File: src/rtl/rsm_pkg.sv
package rsm_pkg;
    typedef enum logic [1:0] {
        CMD_RANGE = 2'd0,
        CMD_WHOLE = 2'd1,
        CMD_SYNC  = 2'd2
    } cmd_kind_e;

    typedef enum logic [1:0] {
        ST_IDLE  = 2'd0,
        ST_ISSUE = 2'd1,
        ST_WAIT  = 2'd2,
        ST_DONE  = 2'd3
    } seq_state_e;
endpackage

File: src/rtl/rsm_align.sv
// Aligns the start to a line, measures the span and detects the wrap fallback.
module rsm_align #(
    parameter int ADDR_W     = 32,
    parameter int LINE_BYTES = 64
) (
    input  logic [ADDR_W-1:0] start_addr,
    input  logic [ADDR_W-1:0] end_addr,
    output logic [ADDR_W-1:0] base_addr,
    output logic [ADDR_W-1:0] span_bytes,
    output logic              whole_cache
);
    localparam logic [ADDR_W-1:0] LOW_MASK = ADDR_W'(LINE_BYTES - 1);
    localparam logic [ADDR_W-1:0] LINE_MASK = ~LOW_MASK;
    // For a power-of-two line size, minus one line equals the line mask.
    localparam logic [ADDR_W-1:0] NEG_LINE = ADDR_W'(0) - ADDR_W'(LINE_BYTES);

    logic [ADDR_W-1:0] raw_span;

    always_comb begin
        base_addr   = start_addr & LINE_MASK;
        raw_span    = end_addr - base_addr;
        whole_cache = (raw_span >= NEG_LINE);
        span_bytes  = (raw_span + LOW_MASK) & LINE_MASK;
    end
endmodule

File: src/rtl/rsm_chunk.sv
// Picks the next chunk: the smaller of the remaining span and the limit.
module rsm_chunk #(
    parameter int ADDR_W      = 32,
    parameter int LINE_BYTES  = 64,
    parameter int LIMIT_BYTES = 1 << 22
) (
    input  logic [ADDR_W-1:0] remain,
    output logic [ADDR_W-1:0] chunk,
    output logic              last
);
    localparam logic [ADDR_W-1:0] MAX_CHUNK = ADDR_W'(LIMIT_BYTES - LINE_BYTES);

    always_comb begin
        last  = (remain <= MAX_CHUNK);
        chunk = last ? remain : MAX_CHUNK;
    end
endmodule

File: src/rtl/rsm_splitter.sv
module rsm_splitter #(
    parameter int ADDR_W      = 32,
    parameter int LINE_BYTES  = 64,
    parameter int LIMIT_BYTES = 1 << 22
) (
    input  logic              clk,
    input  logic              rst_n,
    input  logic              req_valid,
    output logic              req_ready,
    input  logic [ADDR_W-1:0] req_start,
    input  logic [ADDR_W-1:0] req_end,
    input  logic [1:0]        req_op,
    output logic              cmd_valid,
    input  logic              cmd_ready,
    output logic [1:0]        cmd_kind,
    output logic [1:0]        cmd_op,
    output logic [ADDR_W-1:0] cmd_addr,
    output logic [ADDR_W-1:0] cmd_size,
    input  logic              rsp_valid,
    input  logic              rsp_ok,
    output logic              done
);
    import rsm_pkg::*;

    seq_state_e        state_q, state_d;
    cmd_kind_e         kind_q;
    logic [ADDR_W-1:0] addr_q, remain_q;
    logic [1:0]        op_q;

    logic [ADDR_W-1:0] base_addr, span_bytes, chunk;
    logic              whole_cache, last_chunk;

    rsm_align #(.ADDR_W(ADDR_W), .LINE_BYTES(LINE_BYTES)) u_align (
        .start_addr (req_start),
        .end_addr   (req_end),
        .base_addr  (base_addr),
        .span_bytes (span_bytes),
        .whole_cache(whole_cache)
    );

    rsm_chunk #(.ADDR_W(ADDR_W), .LINE_BYTES(LINE_BYTES),
                .LIMIT_BYTES(LIMIT_BYTES)) u_chunk (
        .remain(remain_q),
        .chunk (chunk),
        .last  (last_chunk)
    );

    // Next state
    always_comb begin
        state_d = state_q;
        unique case (state_q)
            ST_IDLE:  if (req_valid) state_d = ST_ISSUE;
            ST_ISSUE: if (cmd_ready) state_d = ST_WAIT;
            ST_WAIT:  if (rsp_valid) begin
                          if (rsp_ok && kind_q == CMD_SYNC) state_d = ST_DONE;
                          else                              state_d = ST_ISSUE;
                      end
            ST_DONE:  state_d = ST_IDLE;
        endcase
    end

    // State register
    always_ff @(posedge clk) begin
        if (!rst_n) state_q <= ST_IDLE;
        else        state_q <= state_d;
    end

    // Command datapath
    always_ff @(posedge clk) begin
        if (!rst_n) begin
            kind_q   <= CMD_SYNC;
            addr_q   <= '0;
            remain_q <= '0;
            op_q     <= '0;
        end else begin
            unique case (state_q)
                ST_IDLE: if (req_valid) begin
                    op_q   <= req_op;
                    addr_q <= base_addr;
                    if (whole_cache) begin
                        kind_q   <= CMD_WHOLE;
                        remain_q <= '0;
                    end else begin
                        kind_q   <= (span_bytes == '0) ? CMD_SYNC : CMD_RANGE;
                        remain_q <= span_bytes;
                    end
                end
                ST_WAIT: if (rsp_valid && rsp_ok) begin
                    if (kind_q == CMD_RANGE) begin
                        addr_q   <= addr_q + chunk;
                        remain_q <= remain_q - chunk;
                        if (last_chunk) kind_q <= CMD_SYNC;
                    end else if (kind_q == CMD_WHOLE) begin
                        kind_q <= CMD_SYNC;
                    end
                end
                default: ;
            endcase
        end
    end

    // Outputs
    always_comb begin
        req_ready = (state_q == ST_IDLE);
        cmd_valid = (state_q == ST_ISSUE);
        done      = (state_q == ST_DONE);
        cmd_kind  = kind_q;
        cmd_op    = op_q;
        cmd_addr  = (kind_q == CMD_RANGE) ? addr_q : '0;
        cmd_size  = (kind_q == CMD_RANGE) ? chunk  : '0;
    end
endmodule

File: config.mk
export PLATFORM = sky130hd
export DESIGN_NAME = rsm_splitter
export DESIGN_NICKNAME = d
export VERILOG_FILES = /design/src/rtl/rsm_pkg.sv /design/src/rtl/rsm_align.sv /design/src/rtl/rsm_chunk.sv /design/src/rtl/rsm_splitter.sv
export SDC_FILE = /design/constraint.sdc
export NUM_CORES = 1
export LEC_CHECK = 0
export CAP_MARGIN = 0
export CORE_ASPECT_RATIO = 1.1
export CORE_MARGIN = 2
export CORE_UTILIZATION = 35
export CTS_BUF_LIST = sky130_fd_sc_hd__clkbuf_4 sky130_fd_sc_hd__clkbuf_8
export CTS_CLUSTER_DIAMETER = 100
export DETAILED_ROUTE_END_ITERATION = 16
export DONT_BUFFER_PORTS = 1
export PLACE_DENSITY = 0.48
export SETUP_SLACK_MARGIN = 0.02
export SYNTH_ARGS = -nofsm -noshare
export SYNTH_HDL_FRONTEND = slang
export SYNTH_SLANG_ARGS = --single-unit
export TNS_END_PERCENT = 100
File: constraint.sdc
create_clock -name clk -period 5.7 [get_ports clk]
set_input_delay 0.57 -clock clk [delete_from_list [all_inputs] [get_ports clk]]
set_output_delay 0.57 -clock clk [all_outputs]
set_load 0.005 [all_outputs]
# Word level (Yosys, flattened, before mapping)

Cells that the tools add are included.

Output and inout bits: 71
ROM bits: 0
Memories kept: 0
Input bits: 72
RAM bits: 0
Word-level logic and storage cells: 58
Register bits: 70
Latch bits: 0

Reductions and logical operators: 10
Shift operators: 0
Equality and inequality tests: 12
Add/subtract/negate cells: 4
Muxes and demuxes: 25
Magnitude comparators: 2
Divide/modulo/power cells: 0
Bitwise logic cells: 0
Multiply operators: 0

Operators by type and width:

| kind                                                             | number |
|---|---|
| two-way mux 32 bit                                               | 10 |
| case mux 32 bit (2 select lines)                                 | 2 |
| subtractor 32 bit                                                | 2 |
| adder 32 bit                                                     | 1 |
| adder 32 x 6 -> 32 bit, second input constant                    | 1 |
| greater-or-equal comparator 32 bit, second input constant        | 1 |
| less-or-equal comparator 32 x 22 -> 1 bit, second input constant | 1 |
| zero test 32 bit                                                 | 1 |
| two-way mux 2 bit                                                | 11 |
| inequality test 2 bit, second input constant                     | 4 |
| case mux 2 bit (4 select lines)                                  | 1 |
| == test 2 bit, second input constant                             | 3 |
| inequality test 3 bit, second input constant                     | 2 |
| AND reduction 5 bit                                              | 1 |
| == test 2 x 1 -> 1 bit, second input constant                    | 2 |
| zero test 2 bit                                                  | 2 |
| case mux 2 bit (2 select lines)                                  | 1 |
| AND reduction 4 bit                                              | 1 |
| AND reduction 3 bit                                              | 1 |
| logical AND 1 bit                                                | 2 |
| inequality test 2 x 1 -> 1 bit, second input constant            | 1 |
| AND reduction 2 bit                                              | 1 |
| nonzero test 2 bit                                               | 1 |

# Logic depth before layout (Yosys ltp)

Depth in word-level cells: 7
Depth in mapped cells: 20
Depth with buffers taken out: 18

# By module

A second synthesis with hierarchy kept.

Cells, all modules: 1329
Area, all modules: 9601.7 um^2

By module, submodules not included:

| module       | instances | cells each | seq. area each (um^2) | area an instance (um^2) |
|---|---|---|---|---|
| rsm_splitter | 1         | 926        | 1401.3                | 6764.0 |
| rsm_align    | 1         | 355        | 0.0                   | 2511.2 |
| rsm_chunk    | 1         | 48         | 0.0                   | 326.6 |

# Worst setup path after synthesis

No wires, ideal clock.

Path type: flip-flop to flip-flop
Start point: register remain_q[22]
End point: register addr_q[30]
Arrival: 4.837 ns
Setup time: 0.137 ns
Path buffers: 1
Data required time: 5.563 ns
Setup slack: 0.726 ns
Stages on the path, launching flop included: 19
Period minus slack after synthesis: 4.974 ns
Path through: dfxtp_1 -> or4_1 -> nor4_1 -> nand2_1 -> a311oi_2 -> clkbuf_1 -> and2_1 -> ha_1 -> a211oi_1 -> nor2_1 -> o41a_1 -> a22oi_1 -> a311oi_1 -> a41o_1 -> o21a_1 -> and2_1 -> o41ai_1 -> mux2i_1 -> a31oi_1

Word-level cells in the longest chain between the ends: 6

Ends and longest elaborated chain:

| what                                      | line               | text |
|---|---|---|
| start: declaration                        | rsm_splitter.sv:27 | `logic [ADDR_W-1:0] addr_q, remain_q;` |
| start signal: assignment                  | rsm_splitter.sv:85 | `remain_q <= span_bytes;` |
| start signal: assignment                  | rsm_splitter.sv:91 | `remain_q <= remain_q - chunk;` |
| less-or-equal comparator 32 x 22 -> 1 bit | rsm_chunk.sv:14    | `last = (remain <= MAX_CHUNK);` |
| two-way mux 32 bit *                      | rsm_chunk.sv:15    | `chunk = last ? remain : MAX_CHUNK;` |
| adder 32 bit *                            | rsm_splitter.sv:90 | `addr_q <= addr_q + chunk;` |
| two-way mux 32 bit *                      | rsm_splitter.sv:89 | `if (kind_q == CMD_RANGE) begin` |
| two-way mux 32 bit *                      | rsm_splitter.sv:88 | `ST_WAIT: if (rsp_valid && rsp_ok) begin` |
| case mux 32 bit (2 select lines) *        | rsm_splitter.sv:76 | `unique case (state_q)` |
| end signal: assignment                    | rsm_splitter.sv:79 | `addr_q <= base_addr;` |
| end signal: assignment                    | rsm_splitter.sv:90 |  |
| end: declaration                          | rsm_splitter.sv:27 |  |

Mark *: on every way between the ends. The rest lies on a longest branch, timed or not. The select of a mux whose other input is x is not followed.
A chain may end at the register's enable or synchronous reset.

# Worst setup path after layout

Start point: register remain_q[6]
End point: register addr_q[30]

Same word-level chain as after synthesis.

==> load_flow_metrics.sql <==
INSERT INTO impl_metrics (metric_group, metric, value, unit) VALUES
('grt', 'grt_antenna_before_repair', '0', ''),
('cts', 'clk_transition_reported_paths', '0.09', 'ns'),
('grt', 'grt_usage', '0.213', ''),
('logic_synthesis', 'synthesis.instances', '1123', ''),
('job', 'max_cap_violations', '0', ''),
('timing', 'timing.final.ws_setup', '0.550', 'ns'),
('routing', 'detailroute.via_count', '7961', ''),
('logic_synthesis', 'synth_area_per_cell', '7.16', 'µm²'),
('setup_path', 'critical-path-slowest-cell', 'o41a_1', ''),
('power_and_ir_drop', 'portion_of_total_power_attributed_to_the_clock_network', '0.245', ''),
('logic_synthesis', 'synthDominantCellAreaShare', '0.174', ''),
('power_and_ir_drop', 'intPower', '1.30', 'mW'),
('power_and_ir_drop', 'share_seq_of_total_power', '0.263', ''),
('cts', 'clock_latency_reported_for_the_late_side_of_the_worst_skew_pair', '0.37', 'ns'),
('power_and_ir_drop', 'total_leakage_power', '3.53', 'nW'),
('timing', 'slew_headroom', '0.279', ''),
('cells_and_area', 'area.growth.synth_to_final', '7.58', '%'),
('timing', 'finalClockSkew', '0.0164', 'ns'),
('logic_synthesis', 'syn-cell-area', '8040', 'µm²'),
('setup_path', 'worst-setup-path-type', 'reg2reg', ''),
('setup_path', 'worst_path_cell_chain', 'and4_1 > and4_1 > and4_1 > buf_4 > a311oi_4 > buf_4 > and2_1 > fa_1 > a211oi_1 > nor2_1 > o41a_1 > a22oi_1 > a311oi_1 > a41o_1 > o21a_1 > and2_1 > o41ai_2 > mux2i_1 > a31oi_1', ''),
('setup_path', 'timing.critical_path.required', '5.92', 'ns'),
('min_path', 'min-delay-path-class', 'in2reg', ''),
('timing', 'timing.final.max_slew_violations', '0', ''),
('logic_synthesis', 'synth_sequential_area_ratio', '0.174', ''),
('routing', 'length_of_the_first_detailed_routing_pass_in_iterations', '5', ''),
('setup_path', 'worst_setup_path_endpoint', 'addr_q[30]', ''),
('logic_synthesis', 'synth_top_cell_by_area', 'dfxtp_1', ''),
('logic_synthesis', 'synth_edf_count', '0', ''),
('cells_and_area', 'finalNetCount', '1237', ''),
('cts', 'clock-root-buffer', 'clkbuf_8', ''),
('setup_path', 'data_arrival_time_of_the_critical_path', '5.37', 'ns'),
('logic_synthesis', 'synthMostInstantiatedCell', 'a21oi_1', ''),
('place', 'post-place-cells', '1393', ''),
('floorplan', 'placementRows', '58', ''),
('logic_synthesis', 'synth-warning-count', '0', ''),
('routing', 'detail_route.wl_per_cell', '18.4', 'µm'),
('grt', 'number_of_global_route_vias_before_repair', '7401', ''),
('power_and_ir_drop', 'vdd_ir_drop_max', '123', 'µV'),
('place', 'portBuffers', '0', ''),
('timing', 'timing.fmax', '0.194', 'GHz'),
('setup_path', 'reg2reg_from', 'remain_q[6]', ''),
('power_and_ir_drop', 'comb_power_share', '0.492', ''),
('floorplan', 'core-area', '22700', 'µm²'),
('cts', 'cts_made_buffers', '9', ''),
('place', 'place_hpwl', '19800', 'µm'),
('floorplan', 'die_area', '24200', 'µm²'),
('setup_path', 'reg2reg_depth', '19', ''),
('routing', 'detail_route.wirelength', '26000', 'µm'),
('timing', 'rsz_0062_raised_after_global_routing', 'true', ''),
('setup_path', 'cp_slowest_stage_delay', '0.46', 'ns'),
('power_and_ir_drop', 'switchingPower', '912', 'µW'),
('outcome', 'status', 'finished, final reports clean', ''),
('power_and_ir_drop', 'post_layout_total_power', '2.21', 'mW'),
('setup_path', 'critPathCaptureType', 'flop', ''),
('timing', 'setup_tns', '0', 'ns'),
('setup_path', 'endpoint_of_the_worst_register_to_register_path', 'addr_q[30]', ''),
('cells_and_area', 'fill_cells', '2508', ''),
('logic_synthesis', 'synth.distinct_cells', '84', ''),
('power_and_ir_drop', 'power.density', '256', 'nW/µm²'),
('setup_path', 'regToRegSetupSlack', '0.55', 'ns'),
('place', 'dp_worst_setup_slack', '0.240', 'ns'),
('floorplan', 'boundaryPins', '143', ''),
('cts', 'ctsHoldBuffers', '0', ''),
('power_and_ir_drop', 'fraction_of_power_spent_switching_nets', '0.413', ''),
('floorplan', 'chipHeight', '163', 'µm'),
('setup_path', 'critPathLaunch', 'remain_q[6]', ''),
('grt', 'grt_max_degree', '56', ''),
('place', 'gp_routability_congestion', '0.851', ''),
('logic_synthesis', 'ys_top_cells_by_count', 'a21oi_1 (110), nand2_1 (94), nor2_1 (83)', ''),
('routing', 'viasPerCell', '5.64', '');
[critical path, delay by kind of cell, from the launching register on]
kind,cells,cell delay [ns]
compound gates,9,2.25
fa+ha+maj,1,0.45
buf+inv,2,0.33
flops,1,0.45
mux,1,0.25
simple gates,6,1.24
[sequential cells by signal, indices dropped and copies added (netlist names)]
name	cells
cmd_kind	2
state_q	2
addr_q	32
cmd_op	2
remain_q	32
[per-stage QoR]
step	hold slack (ns)	util	instance area, µm²
finish	0.335	0.381	8650
floorplan	0.439	-	8110
global placement	0.457	0.368	8360
detailed placement	0.457	0.368	8360
CTS	0.309	0.380	8620
global route	0.316	0.381	8650
[final cells by class]
cell class,instances,area [µm²],share of cell area
multi-input combinational,961,6300,0.728
inverter,43,161,0.0187
clock inverter,3,90.1,0.0104
clock buffer,13,166,0.0192
tap,300,375,0.0434
timing repair buffer,21,158,0.0182
sequential,70,1400,0.162
[cells in the final DEF, fill, tap and decap left out, drive strengths merged, types with 5 or more instances in the layout]
cell and instances:
o21a 13, and3 12, mux2i 7, or3 11
dfxtp 70, a21boi 15, xnor2 36, a31oi 12
nand2b 28, conb 20, o2111ai 5, o21ai 82
buf 21, a2111oi 5, and4 6, o31a 5
nor2b 15, nor3b 15, nor4 10, nand3 40
nand2 95, a22oi 11, a21oi 110, and2 63
nor3 27, nand4b 7, o211ai 12, a311oi 6
o31ai 5, ha 57, clkbuf 13, a21o 27
nand4 12, xor2 25, nor2 84, o211a 9
a211oi 16, nand3b 7, or2 6, inv 42
[logic make-up after synthesis]
family	share of synthesized area
mux	0.00871
buf+inv	0.0580
flops	0.174
simple gates	0.300
other cells	0.000466
fa+ha+maj	0.0937
xor+xnor	0.0664
compound gates	0.298
[power groups by stage]
| stage | Clock [mW] | Sequential (mW) | Combinational, mW |
|---|---|---|---|
| global route | 0.573 | 0.590 | 1.22 |
| detailed placement | 0 | 0.593 | 1.07 |
| CTS | 0.555 | 0.582 | 1.08 |
| finish | 0.542 | 0.582 | 1.09 |
| global placement | 0 | 0.593 | 1.07 |
| floorplan | 0 | 0.573 | 0.840 |
[how the worst min path moves through the flow]
stage | endpoint | slack (ns) | cells past startpoint
after floorplan | remain_q[5] | 0.44 | 2
after global placement | remain_q[0] | 0.46 | 2
after detailed placement | remain_q[0] | 0.46 | 2
after CTS | remain_q[1] | 0.31 | 1
after global routing | cmd_op[0] | 0.32 | 1
final | state_q[0] | 0.34 | 2
[what timing repair did]
| item | CTS | global route |
|---|---|---|
| resized for setup | 0 | 2 |
| endpoints found under the setup margin | 0 | 3 |
| setup buffers | 0 | 2 |
[metal layers]
metal,part of all wire,global-route usage,vias to the layer above
li1,-,-,4039
met1,0.47,0.284,3772
met2,0.48,0.367,137
met3,0.041,0.0359,13
met4,0.0077,0.0364,0
met5,0,0,-
(Power assumes the default switching activity.)
